### src/rtl/mii_tx_pkg.sv
package mii_tx_pkg;

    localparam int FRAME_CNT_W = 16;

    localparam logic [7:0]  OCT_PRE  = 8'h55;
    localparam logic [7:0]  OCT_SFD  = 8'hD5;
    localparam logic [31:0] CRC_POLY = 32'hEDB88320;

    typedef enum logic [2:0] {
        ST_IDLE,
        ST_PRE,
        ST_DATA,
        ST_PAD,
        ST_FCS,
        ST_IFG
    } tx_state_e;

    typedef struct packed {
        tx_state_e              state;
        logic                   nib;
        logic [FRAME_CNT_W-1:0] cnt;
        logic [7:0]             oct;
        logic                   last;
        logic                   pause_frm;
        logic                   zero_frm;
        logic                   pad_en;
        logic                   crc_en;
        logic                   pend;
        logic                   pend_zero;
        logic                   fc_q;
    } tx_regs_t;

    function automatic logic [31:0] crc32_byte(input logic [31:0] c, input logic [7:0] d);
        logic [31:0] r;
        r = c ^ {24'h0, d};
        for (int i = 0; i < 8; i++) begin
            r = r[0] ? ((r >> 1) ^ CRC_POLY) : (r >> 1);
        end
        return r;
    endfunction

endpackage

### src/rtl/mii_tx_crc.sv
module mii_tx_crc
    import mii_tx_pkg::*;
(
    input  logic        clk,
    input  logic        rst_n,
    input  logic        clr,
    input  logic        en,
    input  logic [7:0]  din,
    output logic [31:0] crc_q_o,
    output logic [31:0] crc_nxt_o
);

    logic [31:0] crc_d, crc_q;

    always_comb begin
        crc_nxt_o = crc32_byte(crc_q, din);
        crc_d     = crc_q;
        if (clr) begin
            crc_d = '1;
        end else if (en) begin
            crc_d = crc_nxt_o;
        end
    end

    always_ff @(posedge clk or negedge rst_n) begin
        if (!rst_n) begin
            crc_q <= '1;
        end else begin
            crc_q <= crc_d;
        end
    end

    assign crc_q_o = crc_q;

endmodule

### src/rtl/mii_tx_pause_src.sv
module mii_tx_pause_src #(
    parameter int IDX_W = 5
) (
    input  logic [IDX_W-1:0] idx,
    input  logic [47:0]      mac,
    input  logic [15:0]      quanta,
    output logic [7:0]       oct
);

    always_comb begin
        case (idx)
            IDX_W'(0):  oct = 8'h01;
            IDX_W'(1):  oct = 8'h80;
            IDX_W'(2):  oct = 8'hC2;
            IDX_W'(3):  oct = 8'h00;
            IDX_W'(4):  oct = 8'h00;
            IDX_W'(5):  oct = 8'h01;
            IDX_W'(6):  oct = mac[47:40];
            IDX_W'(7):  oct = mac[39:32];
            IDX_W'(8):  oct = mac[31:24];
            IDX_W'(9):  oct = mac[23:16];
            IDX_W'(10): oct = mac[15:8];
            IDX_W'(11): oct = mac[7:0];
            IDX_W'(12): oct = 8'h88;
            IDX_W'(13): oct = 8'h08;
            IDX_W'(14): oct = 8'h00;
            IDX_W'(15): oct = 8'h01;
            IDX_W'(16): oct = quanta[15:8];
            IDX_W'(17): oct = quanta[7:0];
            default:    oct = 8'h00;
        endcase
    end

endmodule

### src/rtl/mii_tx_ifg.sv
module mii_tx_ifg #(
    parameter int BASE_NIB = 10,
    parameter int SEL_W    = 3,
    parameter int CNT_W    = 8
) (
    input  logic             clk,
    input  logic             rst_n,
    input  logic             run,
    input  logic [SEL_W-1:0] sel,
    output logic             done
);

    logic [CNT_W-1:0] cnt_d, cnt_q;
    logic [CNT_W-1:0] lim;

    always_comb begin
        // gap minus two: one idle cycle and the final count cycle close the gap
        lim   = CNT_W'(BASE_NIB - 2) + CNT_W'({sel, 1'b0});
        done  = run && (cnt_q == lim);
        cnt_d = run ? cnt_q + 1'b1 : '0;
    end

    always_ff @(posedge clk or negedge rst_n) begin
        if (!rst_n) begin
            cnt_q <= '0;
        end else begin
            cnt_q <= cnt_d;
        end
    end

endmodule

### src/rtl/mii_tx_framer.sv
module mii_tx_framer
    import mii_tx_pkg::*;
#(
    parameter int MIN_OCTETS   = 60,
    parameter int PRE_OCTETS   = 7,
    parameter int IFG_BASE_NIB = 10,
    parameter int IFG_SEL_W    = 3
) (
    input  logic                 clk,
    input  logic                 rst_n,
    input  logic                 app_valid,
    input  logic [7:0]           app_data,
    input  logic                 app_sof,
    input  logic                 app_eof,
    input  logic                 app_pad_en,
    input  logic                 app_crc_en,
    output logic                 app_ready,
    input  logic                 full_duplex,
    input  logic                 fc_req,
    input  logic [15:0]          pause_time,
    input  logic [47:0]          station_mac,
    input  logic [IFG_SEL_W-1:0] ifg_sel,
    output logic [3:0]           mii_txd,
    output logic                 mii_tx_en
);

    localparam int PAUSE_IDX_W = 5;
    localparam int PAUSE_LEN   = 18;
    localparam logic [FRAME_CNT_W-1:0] MIN_C      = FRAME_CNT_W'(MIN_OCTETS);
    localparam logic [FRAME_CNT_W-1:0] PRE_C      = FRAME_CNT_W'(PRE_OCTETS);
    localparam logic [FRAME_CNT_W-1:0] PAUSE_LAST = FRAME_CNT_W'(PAUSE_LEN - 1);
    localparam logic [FRAME_CNT_W-1:0] FCS_LAST   = FRAME_CNT_W'(3);

    tx_regs_t r_d, r_q;

    logic                   crc_clr, crc_upd;
    logic [31:0]            crc_q, crc_nxt;
    logic [PAUSE_IDX_W-1:0] pause_idx;
    logic [7:0]             pause_oct;
    logic [15:0]            pause_q16;
    logic                   ifg_done;
    logic [FRAME_CNT_W-1:0] cnt_inc;
    logic [1:0]             fcs_idx;
    logic [31:0]            fcs_sh;
    logic                   fc_rise, fc_fall, take_pause;

    mii_tx_crc u_crc (
        .clk       (clk),
        .rst_n     (rst_n),
        .clr       (crc_clr),
        .en        (crc_upd),
        .din       (r_q.oct),
        .crc_q_o   (crc_q),
        .crc_nxt_o (crc_nxt)
    );

    mii_tx_pause_src #(.IDX_W(PAUSE_IDX_W)) u_pause (
        .idx    (pause_idx),
        .mac    (station_mac),
        .quanta (pause_q16),
        .oct    (pause_oct)
    );

    mii_tx_ifg #(
        .BASE_NIB (IFG_BASE_NIB),
        .SEL_W    (IFG_SEL_W),
        .CNT_W    (8)
    ) u_ifg (
        .clk   (clk),
        .rst_n (rst_n),
        .run   (r_q.state == ST_IDLE ? 1'b0 : (r_q.state == ST_IFG)),
        .sel   (ifg_sel),
        .done  (ifg_done)
    );

    always_comb begin
        r_d       = r_q;
        app_ready = 1'b0;
        crc_clr   = 1'b0;
        crc_upd   = 1'b0;

        cnt_inc   = r_q.cnt + 1'b1;
        pause_idx = (r_q.state == ST_DATA) ? cnt_inc[PAUSE_IDX_W-1:0] : '0;
        pause_q16 = r_q.zero_frm ? 16'h0000 : pause_time;
        fcs_idx   = r_q.cnt[1:0] + 2'd1;
        fcs_sh    = crc_q >> {fcs_idx, 3'b000};

        fc_rise    = fc_req && !r_q.fc_q;
        fc_fall    = !fc_req && r_q.fc_q;
        take_pause = (r_q.state == ST_IDLE) && r_q.pend && full_duplex;

        // flow-control edge tracking, always sampled so no stale edge remains
        r_d.fc_q = fc_req;
        if (!full_duplex) begin
            r_d.pend = 1'b0;
        end else if (fc_rise || fc_fall) begin
            r_d.pend      = 1'b1;
            r_d.pend_zero = fc_fall;
        end else if (take_pause) begin
            r_d.pend = 1'b0;
        end

        case (r_q.state)
            ST_IDLE: begin
                crc_clr = 1'b1;
                r_d.nib = 1'b0;
                r_d.cnt = '0;
                r_d.oct = OCT_PRE;
                if (take_pause) begin
                    r_d.state     = ST_PRE;
                    r_d.pause_frm = 1'b1;
                    r_d.zero_frm  = r_q.pend_zero;
                    r_d.pad_en    = 1'b1;
                    r_d.crc_en    = 1'b1;
                end else if (app_valid && app_sof) begin
                    r_d.state     = ST_PRE;
                    r_d.pause_frm = 1'b0;
                    r_d.pad_en    = app_pad_en;
                    r_d.crc_en    = app_crc_en;
                end
            end

            ST_PRE: begin
                r_d.nib = ~r_q.nib;
                if (r_q.nib) begin
                    if (r_q.cnt == PRE_C) begin
                        r_d.state = ST_DATA;
                        r_d.cnt   = '0;
                        if (r_q.pause_frm) begin
                            r_d.oct  = pause_oct;
                            r_d.last = 1'b0;
                        end else begin
                            r_d.oct   = app_data;
                            r_d.last  = app_eof;
                            app_ready = 1'b1;
                        end
                    end else begin
                        r_d.cnt = cnt_inc;
                        r_d.oct = (cnt_inc == PRE_C) ? OCT_SFD : OCT_PRE;
                    end
                end
            end

            ST_DATA: begin
                r_d.nib = ~r_q.nib;
                if (r_q.nib) begin
                    crc_upd = 1'b1;
                    if (!r_q.last) begin
                        r_d.cnt = cnt_inc;
                        if (r_q.pause_frm) begin
                            r_d.oct  = pause_oct;
                            r_d.last = (cnt_inc == PAUSE_LAST);
                        end else begin
                            r_d.oct   = app_data;
                            r_d.last  = app_eof;
                            app_ready = 1'b1;
                        end
                    end else if (r_q.pad_en && (cnt_inc < MIN_C)) begin
                        r_d.state = ST_PAD;
                        r_d.cnt   = cnt_inc;
                        r_d.oct   = 8'h00;
                    end else if (r_q.crc_en) begin
                        r_d.state = ST_FCS;
                        r_d.cnt   = '0;
                        r_d.oct   = ~crc_nxt[7:0];
                    end else begin
                        r_d.state = ST_IFG;
                    end
                end
            end

            ST_PAD: begin
                r_d.nib = ~r_q.nib;
                if (r_q.nib) begin
                    crc_upd = 1'b1;
                    if (cnt_inc < MIN_C) begin
                        r_d.cnt = cnt_inc;
                        r_d.oct = 8'h00;
                    end else if (r_q.crc_en) begin
                        r_d.state = ST_FCS;
                        r_d.cnt   = '0;
                        r_d.oct   = ~crc_nxt[7:0];
                    end else begin
                        r_d.state = ST_IFG;
                    end
                end
            end

            ST_FCS: begin
                r_d.nib = ~r_q.nib;
                if (r_q.nib) begin
                    if (r_q.cnt == FCS_LAST) begin
                        r_d.state = ST_IFG;
                    end else begin
                        r_d.cnt = cnt_inc;
                        r_d.oct = ~fcs_sh[7:0];
                    end
                end
            end

            ST_IFG: begin
                r_d.nib = 1'b0;
                if (ifg_done) begin
                    r_d.state = ST_IDLE;
                end
            end

            default: begin
                r_d.state = ST_IDLE;
            end
        endcase
    end

    always_ff @(posedge clk or negedge rst_n) begin
        if (!rst_n) begin
            r_q           <= '0;
            r_q.state     <= ST_IDLE;
            r_q.oct       <= OCT_PRE;
        end else begin
            r_q <= r_d;
        end
    end

    always_comb begin
        mii_tx_en = (r_q.state == ST_PRE) || (r_q.state == ST_DATA) ||
                    (r_q.state == ST_PAD) || (r_q.state == ST_FCS);
        mii_txd   = mii_tx_en ? (r_q.nib ? r_q.oct[7:4] : r_q.oct[3:0]) : 4'h0;
    end

endmodule

### config.mk
export PLATFORM = sky130hd
export DESIGN_NAME = mii_tx_framer
export DESIGN_NICKNAME = d
export VERILOG_FILES = /design/src/rtl/mii_tx_pkg.sv /design/src/rtl/mii_tx_crc.sv /design/src/rtl/mii_tx_pause_src.sv /design/src/rtl/mii_tx_ifg.sv /design/src/rtl/mii_tx_framer.sv
export SDC_FILE = /design/constraint.sdc
export NUM_CORES = 1
export LEC_CHECK = 0
export ABC_AREA = 1
export BUFFER_PORTS_ARGS = -buffer_cell sky130_fd_sc_hd__buf_2
export CAP_MARGIN = 20
export CORE_ASPECT_RATIO = 1.1
export CORE_MARGIN = 4
export CORE_UTILIZATION = 59
export CTS_BUF_LIST = sky130_fd_sc_hd__clkbuf_16
export CTS_CLUSTER_DIAMETER = 40
export CTS_CLUSTER_SIZE = 30
export DETAILED_ROUTE_END_ITERATION = 8
export GPL_ROUTABILITY_DRIVEN = 0
export PLACE_DENSITY = 0.88
export SLEW_MARGIN = 0
export SYNTH_ARGS = -nofsm -noshare
export SYNTH_HDL_FRONTEND = slang
export SYNTH_SLANG_ARGS = --single-unit
### constraint.sdc
create_clock -name clk -period 3 [get_ports clk]
set_input_delay 0.15 -clock clk [delete_from_list [all_inputs] [get_ports clk]]
set_output_delay 0.15 -clock clk [all_outputs]
set_load 0.005 [all_outputs]
Yosys cells after proc, flatten, opt, wreduce, memory -nomap -nowiden
Index checks and enable logic that the tools add are counted.
Widths: inputs -> output; s select.
{ "word_totals": {"output_inout_bits": 6, "inputBits": 84, "ff_bits": 76} }
{ "classes": {"n_eq_ne": 36, "reduce_logical": 30, "muxes": 65, "n_shift": 1, "order_cmp": 1, "add_sub_neg": 4, "n_bitwise": 12} }
{ "ops": {"columns": ["cell", "count"], "rows": [
  ["$mux 32", 10],
  ["$mux 24", 8],
  ["$pmux 24 s5", 1],
  ["$not 13->14", 8],
  ["$pmux 8 s13", 1],
  ["$mux 25", 2],
  ["$mux 3", 12],
  ["$eq 5x4->1 const B", 7],
  ["$eq 16x3->1 const B", 2],
  ["$shr 32x5->8", 1],
  ["$xor 32x8->32", 1],
  ["$ne 2x2->1 const B", 10],
  ["$mux 9", 2],
  ["$pmux 3 s6", 1],
  ["$mux 1", 17],
  ["$add 16x1->16 const B", 1],
  ["$eq 16x2->1 const B", 1],
  ["$eq 16x5->1 const B", 1],
  ["$lt 16x6->1 const B", 1],
  ["$mux 16", 1],
  ["$mux 8", 2],
  ["$not 8->8", 2],
  ["$eq 5x3->1 const B", 3],
  ["$eq 5x5->1 const B", 2],
  ["other kinds (30)", 52]
]} }

Depth between registers and ports, before layout
Gate-level depths: netlist of the first run.
{ "depth": {"ltp_word": 23, "ltp_mapped": 19} }

Cells and area by module
From an unflattened synthesis of the first run, not the netlist that was laid out.
{ "unflattened": {"hier_cells": 1133, "area_unflattened_um2": 7014.2} }
{ "by_module_without_submodules": {"columns": ["mod", "n_inst", "area_per_inst_um2", "cells_per_inst"], "rows": [
  ["mii_tx_framer", 1, 3316.9, 556],
  ["mii_tx_crc", 1, 2533.7, 346],
  ["mii_tx_pause_src", 1, 729.4, 170],
  ["mii_tx_ifg", 1, 434.2, 61]
]} }

Worst setup path after synthesis of the first run
OpenSTA, ideal clock, no wires.
{ "synth_timing": {"kind": "reg-to-reg", "from": "reg r_q[16] (netlist name)", "to": "reg r_q[10] (netlist name)", "required_ns": 2.933, "setup_slack_ns": 0.568, "arrival_time_ns": 2.365, "path_stages_with_launch": 19, "period_less_slack_ns": 2.432, "path_buffers": 2, "setup_ns": 0.067, "cell_sequence": "dfrtp_1 inv_2 clkbuf_1 ha_1 clkbuf_1 nand2_1 nor2_1 nand2_1 nor2_1 nand2_1 nand2_1 nor2_1 nand3_1 nand2_1 nand2_1 nand2_1 nand2_1 nor2_1 nor2_1"} }
{ "synth_via": {"elab_chain_len": 9} }
{ "synth_lines": {"columns": ["item", "line_no", "rtl"], "rows": [
  ["from (decl)", "mii_tx_framer.sv:34", "tx_regs_t r_d, r_q;"],
  ["from (signal assigned)", "mii_tx_framer.sv:220", "r_q <= r_d;"],
  ["$add 16x1->16", "mii_tx_framer.sv:82", "cnt_inc = r_q.cnt + 1'b1;"],
  ["$mux 5", "mii_tx_framer.sv:83", "pause_idx = (r_q.state == ST_DATA) ? cnt_inc[PAUSE_IDX_W-1:0] : '0;"],
  ["$eq 5x3->1 (tied with other cells)", "mii_tx_pause_src.sv:11", "case (idx)"],
  ["$reduce_or 3->1 (no line)", null, null],
  ["$pmux 8 s13", "mii_tx_pause_src.sv:11", null],
  ["$mux 9, on equally long branches", "mii_tx_framer.sv:150, mii_tx_framer.sv:129", null],
  ["$mux 24, on equally long branches", "mii_tx_framer.sv:148, mii_tx_framer.sv:126", null],
  ["$mux 25, on equally long branches", "mii_tx_framer.sv:146, mii_tx_framer.sv:125", null],
  ["$pmux 24 s5", "mii_tx_framer.sv:103", "case (r_q.state)"]
]} }
Several ways; a longest one is shown, not always the timed one. The select of a mux whose other input is x is not followed.
A chain may end at the register's enable or synchronous reset.

Final worst setup path of the first run
{ "layout_timing": {"from": "reg r_q[16] (netlist name)", "to": "reg r_q[12] (netlist name)"} }
The elaborated chain is that of the path after synthesis.

==> results of run 1 <==
logic make-up after synthesis:
logic type | count (synthesis) | synth area share
AND/OR/NAND/NOR | 522 | 0.358
buffers and inverters | 139 | 0.0853
AO/OA/AOI/OAI | 131 | 0.121
XOR/XNOR | 81 | 0.117
flip-flops | 76 | 0.307
adder cells (fa/ha/maj) | 5 | 0.00985
multiplexers | 1 | 0.00177
per-layer routing:
metal / up-vias / part of all wire
met3: 63 / 0.086
met2: 357 / 0.48
met4: 0 / 0.031
met5: - / 0
met1: 3065 / 0.40
li1: 3288 / -
registers in the layout, summed over array words and instances (netlist names):
register,count
r_q,36
u_crc.crc_q_o,32
u_ifg.cnt_q,8
metrics by stage:
stage,util,area (µm²),hold WS (ns),worst slack [ns],power [mW]
2_1_floorplan,-,6350,-0.146,0.568,5.79
3_3_place_gp,0.671,7000,0.276,0.361,7.09
3_5_place_dp,0.671,7000,0.278,0.316,7.20
4_1_cts,0.701,7320,0.0840,0.302,8.38
5_1_grt,0.701,7320,0.0991,0.0273,9.07
6_report,0.701,7320,0.0784,0.261,8.45
area by class of cell:
cell class                      count  area (µm²)  share of cell area
Clock buffer                        9         225              0.0307
Inverter                          116         435              0.0594
Tap cell                          143         179              0.0244
Timing Repair Buffer              109         603              0.0823
Multi-Input combinational cell    740        3860               0.527
Sequential cell                    76        1950               0.266
Clock inverter                      7        75.1              0.0102
critical path, stage by stage, from the launching register on:
cell,delay [ns]
dfrtp_1,0.45
ha_1,0.27
nand2_2,0.11
nor2_2,0.21
xor2_1,0.26
nand2_1,0.18
a21oi_4,0.31
nand2_2,0.14
nand2_4,0.11
nand2_2,0.23
inv_1,0.18
nor2_1,0.07
nor2_1,0.10
nor2_1,0.04
placed cells by master (no fill, tap or decap), types with 2 or more instances in the layout:
| cell type | synthesis | routed |
|---|---|---|
| inv_6 | 0 | 2 |
| nor3b_1 | 5 | 5 |
| clkinvlp_4 | 0 | 2 |
| clkinv_1 | 2 | 3 |
| nand3_2 | 2 | 2 |
| inv_1 | 109 | 109 |
| a31oi_1 | 4 | 4 |
| nor2_4 | 2 | 2 |
| ha_1 | 5 | 5 |
| dfstp_2 | 36 | 36 |
| o21ai_1 | 4 | 4 |
| xnor2_1 | 31 | 31 |
| o211ai_1 | 9 | 9 |
| xor2_1 | 47 | 47 |
| nand3_1 | 65 | 65 |
| o21ai_0 | 42 | 42 |
| inv_2 | 5 | 5 |
| buf_2 | 4 | 88 |
| nor4_1 | 3 | 3 |
| a211oi_1 | 7 | 7 |
| o21bai_1 | 4 | 4 |
| nand4_1 | 24 | 24 |
| nor3_1 | 11 | 11 |
| nand2_4 | 2 | 2 |
| buf_4 | 2 | 19 |
| nand2_1 | 280 | 280 |
| a22oi_1 | 4 | 4 |
| dfrtp_1 | 40 | 40 |
| nor2_2 | 9 | 9 |
| o22ai_1 | 25 | 25 |
| a21oi_1 | 30 | 30 |
| clkbuf_16 | 0 | 9 |
| dlygate4sd3_1 | 0 | 2 |
| nand2_2 | 9 | 9 |
| nor2_1 | 105 | 105 |
final timing paths:
kind | end | depth (start not counted) | startpoint
worst max-delay path | r_q[12] | 13 | r_q[16]
min in group asynchronous | r_q[18] | 2 | rst_n
max in group asynchronous | r_q[32] | 2 | rst_n
worst min-delay path | r_q[3] | 3 | app_crc_en
worst min register to register | r_q[5] | 2 | r_q[1]
worst max register to register | r_q[12] | 13 | r_q[16]
what timing repair did:
action                                 CTS  global route
endpoints found under the hold margin    5             0
setup buffers                            0             0
hold buffers                             2             0
power breakdown:
part	switching (mW)	leakage [nW]	total, mW	internal (mW)
clock network	0.461	0.140	1.11	0.649
logic	3.48	2.51	5.49	2.02
registers	0.388	0.916	1.85	1.46
==> results.cfg, run 1 <==
[status]
outcome = complete, no violations

[floorplanning]
core_area_um2 = 10400
dieArea_um2 = 12500
rows = 39
dieWidth_um = 107
die_y_um = 117
pin_count = 90
initial_utilization = 0.608

[global_route]
grt_use_total = 0.302
met1_usage = 0.378
grt-ovfl-total = 0
grt_pass1_wl_um = 30500
antenna_found_initial = 0
grt-busiest-layer = met2
grt_use_met2 = 0.521
use_met3 = 0.0532
grt_max_degree = 77
grt_pass1_vias = 6444

[detailed_routing]
postRouteAntennaNets = 0
wire_per_inst_um = 15.3
via_per_inst = 5.64
dr.pass1.iters = 5
vias = 6773
drcViolationCount = 0
routed_wirelength_um = 18400
drt_iter0_markers = 728

[layout]
antenna_cells = 0
fin_nets = 1141
final.fill_count = 904
fin_cells = 1200
drive_gt1_frac = 0.186
area_delta_synth_final_pct = 15.4

[clock_tree]
clock_latency_ns = 0.34
root_buffer = clkbuf_16
cts_tree = yes
ctsLongestPathBuffers = 2
h-tree-depth = 3
cts_resized = 0
clk_pin_slew_ns = 0.06
cts_num_sinks = 76
numCtsBuffers = 9

[place]
place_inst = 1182
dp_hpwl_um = 13800
port_buffers = 89

[sta]
setup_viol = 0
fin_skew_ns = 0.00553
setup_tns_ns = 0
slew_headroom = 0.337
fin_crit_sh = 0.913
tightest_slew_ns = 0.994
min_period_ns = 2.74
rsz0062_at_grt = no
fmax_mhz = 365
maxSlewViolCount = 0
hold_violations = 0

[worst_setup_path]
r2r_slack_ns = 0.26
end_kind = flop
critPathLaunchType = flop
cp.arrival_ns = 3.02
worstPathMaxFanout = 13
crit_type = flop to flop
worst_ep_required_time_ns = 3.28

[synthesis]
yosys-top-cells-count = nand2_1 (280), inv_1 (109), nor2_1 (105)
syn_nets = 1044
yosysMostFrequentCell = nand2_1
ys_types = 45
ys_ff_latch = 76
netlist_instances = 955
synth_edf_count = 0
async_flop_share = 1.00
synth_area_leaders = nand2_1 (17%), dfrtp_1 (16%), dfstp_2 (15%)
yosys_warnings = 0
ys_seq_area_frac = 0.307
synth_top_area_frac = 0.166
synth_flop_cell = dfrtp_1
syn_avg_cell_area_um2 = 6.65
synth_top_area_cell = nand2_1
synth_area_um2 = 6350

[flow_run]
maxCapViolations = 0

[power_and_ir_drop]
power.density_nw_per_um2 = 1150
p_leak_nw = 3.57
ir_worst_vdd_uv = 1280

[worst_hold_path]
worstHoldPathType = primary input to flop
Power figures use the tool's default switching activity.
==> run 2: changes to the inputs <==
--- a/config.mk
+++ b/config.mk
@@ -10,13 +10,15 @@
 export CAP_MARGIN = 20
 export CORE_ASPECT_RATIO = 1.1
 export CORE_MARGIN = 4
-export CORE_UTILIZATION = 59
+export CORE_UTILIZATION = 63
 export CTS_BUF_LIST = sky130_fd_sc_hd__clkbuf_16
 export CTS_CLUSTER_DIAMETER = 40
 export CTS_CLUSTER_SIZE = 30
 export DETAILED_ROUTE_END_ITERATION = 8
 export GPL_ROUTABILITY_DRIVEN = 0
-export PLACE_DENSITY = 0.88
+export HOLD_SLACK_MARGIN = 0.12
+export MAX_ROUTING_LAYER = met4
+export PLACE_DENSITY = 0.93
 export SLEW_MARGIN = 0
 export SYNTH_ARGS = -nofsm -noshare
 export SYNTH_HDL_FRONTEND = slang
==> constraint.sdc (replaced) <==
create_clock -name clk -period 3.3 [get_ports clk]
set_input_delay 0.165 -clock clk [delete_from_list [all_inputs] [get_ports clk]]
set_output_delay 0.165 -clock clk [all_outputs]
set_load 0.005 [all_outputs]
==> run 2 against run 1 <==
Against the previous run: first-iteration DRC count rose by 9.1%; cell area is 0.84% lower; total power is 8.8% lower; register-to-register slack better by 0.20 ns; worst setup slack improved by 0.20 ns; final cell count down 2.3%; clock power fell by 11%; core utilization grew 3.7 points; die area fell by 5.9%; routed wire length up 4.9%; combinational power shrank 8.2%; via count up 3.7%.
==> results.cfg, run 2 (same netlist as run 1, synthesis figures left out) <==
[worst_setup_path]
crit_chain = inv_2 -> nand2_1 -> nor2_2 -> nand2_1 -> nor2_1 -> nand2_1 -> nor2_1 -> nand2_1 -> nand2_1 -> nor2_1 -> nand3_1 -> nand2_1 -> nand2_1 -> nand2_1 -> nand2_1 -> nor2_1 -> nor2_1
critPathTopFamily = simple AND/OR/NAND/NOR gates
critical_path.max_stage_delay_ns = 0.45
worst_path_most_repeated_cell = nand2_1
critPathLaunchType = flop
cp.arrival_ns = 3.13
worstPathMaxFanout = 11
cp_num_buf_inv = 1
end_kind = flop
worst_ep_required_time_ns = 3.58
crit_type = flop to flop
cp_slowest_cell = dfrtp_1

[clock_tree]
cts_resized = 0
cts_setup_buffers = 0
root_buffer = clkbuf_16
clk_pin_slew_ns = 0.07
ctsLongestPathBuffers = 2
clock_latency_ns = 0.35
cts_tree = yes
cts_hold_buf = 5
numCtsBuffers = 9
h-tree-depth = 3
cts_num_sinks = 76

[layout]
area_delta_synth_final_pct = 14.4
mostFrequentLayoutCells = nand2_1 (280), inv_1 (109), nor2_1 (105)
regArea_um2 = 1950
antenna_cells = 0
top_register = r_q
multi_input_area_um2 = 3860
layout_commonest_cell = nand2_1
fin_nets = 1137
drive_gt1_frac = 0.181
largest_reg_flops = 36
final.fill_count = 742

[detailed_routing]
wire_per_inst_um = 16.5
vias = 7022
via_per_inst = 5.99
dr_wl_met2_um = 9450
dr.pass1.iters = 8
wl_met1_um = 7160
postRouteAntennaNets = 0
drt_iter0_markers = 794
dr_wl_met3_um = 1890
routed_wirelength_um = 19300
top_layer = met4
drcViolationCount = 0

[sta]
maxSlewViolCount = 0
setup_tns_ns = 0
min_period_ns = 2.84
fin_skew_ns = 0.00866
setup_slack_ns = 0.457
setup_viol = 0
rsz0062_at_grt = no
slew_headroom = 0.338
fmax_mhz = 352
hold_ws_ns = 0.203
hold_violations = 0
fin_crit_sh = 0.862
tightest_slew_ns = 0.993

[floorplanning]
dieWidth_um = 104
dieArea_um2 = 11700
die_y_um = 113
initial_utilization = 0.645
pin_count = 90
core_area_um2 = 9840
rows = 38

[flow_run]
maxCapViolations = 0

[global_route]
grt_use_total = 0.341
grt_pass1_wl_um = 32100
antenna_found_initial = 0
grt_pass1_vias = 6831
grt_max_degree = 77
grt-ovfl-total = 0

[power_and_ir_drop]
power.total_mw = 7.71
power.density_nw_per_um2 = 1060
p_leak_nw = 3.55
ir_worst_vdd_uv = 1780

[place]
dp_hpwl_um = 13600
pre_cts_ws_ns = 0.596
port_buffers = 89

[status]
outcome = complete, no violations

[worst_hold_path]
worstHoldPathType = primary input to flop
[run 2: area by class of cell]
type                    count  area share
flip-flops and latches     76       0.268
multi-input cells         740       0.531
inverters                 116      0.0599
clock inverters             7     0.00896
well taps                 120      0.0207
clock buffers               9      0.0310
repair buffers            105      0.0799
[run 2: per-layer routing]
metal	track usage	up-vias
met5	-	-
met4	0.175	0
met3	0.0639	103
met2	0.566	436
met1	0.398	3206
li1	-	3277
[run 2: worst reg2reg max path, stage by stage, from the launching register on]
cell and delay (ns):
dfrtp_1 0.45, inv_2 0.12, nand2_1 0.15, nor2_2 0.43, nand2_1 0.13, nor2_1 0.15
nand2_1 0.12, nor2_1 0.44, nand2_1 0.11, nand2_1 0.10, nor2_1 0.05, nand3_1 0.09
nand2_1 0.06, nand2_1 0.08, nand2_1 0.09, nand2_1 0.08, nor2_1 0.04, nor2_1 0.08
[run 2: final timing paths]
| check | cells after the start | slack, ns | end | from |
|---|---|---|---|---|
| worst min-delay path | 3 | 0.20 | r_q[7] | app_eof |
| max in group asynchronous | 2 | 2.12 | r_q[11] | rst_n |
| min in group asynchronous | 2 | 0.50 | r_q[16] | rst_n |
| worst max-delay path | 17 | 0.46 | r_q[10] | r_q[35] |
| worst max register to register | 17 | 0.46 | r_q[10] | r_q[35] |
| worst min register to register | 2 | 0.50 | u_crc.crc_q_o[7] | u_crc.crc_q_o[7] |
[run 2: power by group]
group	switching [mW]	internal, mW	total (mW)
clock network	0.454	0.530	0.984
logic	3.27	1.77	5.04
registers	0.360	1.33	1.69
[run 2: stage by stage]
stage                      util  std cells  cell area, µm²
after CTS                 0.738       1173            7260
final                     0.738       1173            7260
after detailed placement  0.703       1152            6920
after global routing      0.738       1173            7260
after floorplan               -        955            6350
after global placement    0.703       1152            6920
==> run 3: changes to the inputs <==
--- a/config.mk
+++ b/config.mk
@@ -6,19 +6,19 @@
 export NUM_CORES = 1
 export LEC_CHECK = 0
 export ABC_AREA = 1
-export BUFFER_PORTS_ARGS = -buffer_cell sky130_fd_sc_hd__buf_2
 export CAP_MARGIN = 20
 export CORE_ASPECT_RATIO = 1.1
 export CORE_MARGIN = 4
-export CORE_UTILIZATION = 63
+export CORE_UTILIZATION = 70
 export CTS_BUF_LIST = sky130_fd_sc_hd__clkbuf_16
 export CTS_CLUSTER_DIAMETER = 40
 export CTS_CLUSTER_SIZE = 30
 export DETAILED_ROUTE_END_ITERATION = 8
+export DONT_BUFFER_PORTS = 1
 export GPL_ROUTABILITY_DRIVEN = 0
 export HOLD_SLACK_MARGIN = 0.12
 export MAX_ROUTING_LAYER = met4
-export PLACE_DENSITY = 0.93
+export PLACE_DENSITY = 0.92
 export SLEW_MARGIN = 0
 export SYNTH_ARGS = -nofsm -noshare
 export SYNTH_HDL_FRONTEND = slang
==> run 3 against run 2 <==
Against the previous run: total power down 0.33%; final cell count down 7.8%; die area down 9.3%; routed wire length down 4.5%; first-iteration DRC count down 27%; worst setup slack worse by 0.10 ns; sequential share of layout area up 1.5 points; worst hold slack worse by 0.041 ns; count of clock-buffer cells in the layout unchanged; combinational power down 2%; core utilization up 3.6 points; via count down 6.0%.
==> results.cfg, run 3 (same netlist as run 1, synthesis figures left out) <==
[status]
outcome = complete, no violations

[global_route]
grt_pass1_vias = 6305
grt-ovfl-total = 0
grt_use_total = 0.360
grt_pass1_wl_um = 30000
antenna_found_initial = 0
grt_max_degree = 77

[worst_setup_path]
cp_num_buf_inv = 2
end_kind = flop
crit_chain = buf_4 -> inv_2 -> nor2_2 -> nand2_2 -> xor2_1 -> nand2_1 -> a21oi_4 -> nand3_4 -> nand2_4 -> nand2_2 -> nand2_1 -> nand3_1 -> nand2_1 -> nand2_1
critical_path.max_stage_delay_ns = 0.36
reg2regPathDepth = 14
r2r_end = r_q[9]
crit-reg2reg-launch = r_q[16]
critPathLaunchType = flop
startpoint = r_q[16]
worst_path_most_repeated_cell = nand2_1
worst_ep_required_time_ns = 3.52
worstPathMaxFanout = 21
crit_path_end = r_q[9]
crit_type = flop to flop
critPathTopFamily = simple AND/OR/NAND/NOR gates
cp_num_cells = 14
cp_slowest_cell = dfrtp_1
cp.arrival_ns = 3.16
r2r_slack_ns = 0.35

[floorplanning]
dieWidth_um = 98.8
pin_count = 90
core_area_um2 = 8870
dieArea_um2 = 10700
die_y_um = 108
rows = 36
initial_utilization = 0.715

[power_and_ir_drop]
p_leak_nw = 3.22
p_comb_frac = 0.646
ir_worst_vdd_uv = 1290
power.internal_mw = 3.65
power.density_nw_per_um2 = 1120
seq_power_share = 0.220
power_switching_mw = 4.04
p_sw_frac = 0.525
p_clk_frac = 0.134

[sta]
setup_viol = 0
min_period_ns = 2.95
hold_violations = 0
maxSlewViolCount = 0
setup_tns_ns = 0
fin_crit_sh = 0.893
tightest_slew_ns = 0.643
fmax_mhz = 340
slew_headroom = 0.570
fin_skew_ns = 0.00944
rsz0062_at_grt = no

[detailed_routing]
via_per_inst = 6.11
postRouteAntennaNets = 0
routed_wirelength_um = 18400
drcViolationCount = 0
dr.pass1.iters = 7
vias = 6600
wire_per_inst_um = 17.0
drt_iter0_markers = 576

[clock_tree]
root_buffer = clkbuf_16
cts_setup_buffers = 0
cts_tree = yes
clock_latency_ns = 0.34
cts_num_sinks = 76
numCtsBuffers = 9
h-tree-depth = 3
cts_resized = 0
ctsLongestPathBuffers = 2
cts_hold_buf = 7
clk_pin_slew_ns = 0.07

[place]
placed_cell_area_um2 = 6470
port_buffers = 0
dp_hpwl_um = 13200

[layout]
antenna_cells = 0
area_delta_synth_final_pct = 8.20
mostFrequentLayoutCells = nand2_1 (280), inv_1 (109), nor2_1 (105)
fin_nets = 1051
finish.instance_area_um2 = 6870
drive_gt1_frac = 0.108
largest_reg_flops = 36
layout_commonest_cell = nand2_1
top_register = r_q

[flow_run]
maxCapViolations = 0

[worst_hold_path]
worstHoldPathType = primary input to flop
[run 3: cell count changes in the layout (fill, tap and decap cells not counted), sizes merged]
cell         change
buf             -87
bufinv           +1
clkinv           +1
dlygate4sd3      +1
inv              -2
[run 3: worst min-delay path: stages]
cell	delay, ns
inv_1	0.04
ha_1	0.13
mux2_2	0.13
[run 3: cell type report]
class | count | area (µm²)
multi-input combinational | 740 | 3860
fill | 625 | 2000
sequential | 76 | 1950
inverter | 116 | 435
clock buffer | 9 | 225
timing repair buffer | 19 | 178
tap | 114 | 143
clock inverter | 7 | 81.3
[run 3: worst min path at each step]
| stage | start | cells after the start | end |
|---|---|---|---|
| after floorplan | rst_n | 0 | r_q[0] |
| after global placement | rst_n | 0 | r_q[18] |
| after detailed placement | rst_n | 0 | r_q[18] |
| after CTS | fc_req | 3 | r_q[1] |
| after global routing | app_data[0] | 6 | r_q[8] |
| final | fc_req | 3 | r_q[1] |
[run 3: metal layers]
metal  vias up  share of wire  global-route usage
met5         -              0                   -
met4         0          0.048               0.178
met2       385           0.49               0.600
li1       3094              -                   -
met1      3030           0.38               0.425
met3        91          0.084              0.0544
[run 3: stage by stage]
stage	cells	utilization	setup slack, ns	power [mW]	hold slack, ns
2_1_floorplan	955	-	0.868	5.26	-0.131
3_3_place_gp	1058	0.730	0.580	6.23	-0.129
3_5_place_dp	1058	0.730	0.484	6.39	-0.129
4_1_cts	1081	0.774	0.443	7.55	0.159
5_1_grt	1081	0.774	0.0980	8.16	0.188
6_report	1081	0.774	0.355	7.68	0.162
[run 3: power by group through the flow]
stage          clock network [mW]  registers (mW)  logic [mW]
6_report                     1.03            1.69        4.96
5_1_grt                      1.08            1.72        5.37
4_1_cts                      1.03            1.67        4.84
3_5_place_dp                    0            1.68        4.71
3_3_place_gp                    0            1.68        4.56
2_1_floorplan                   0            1.55        3.71
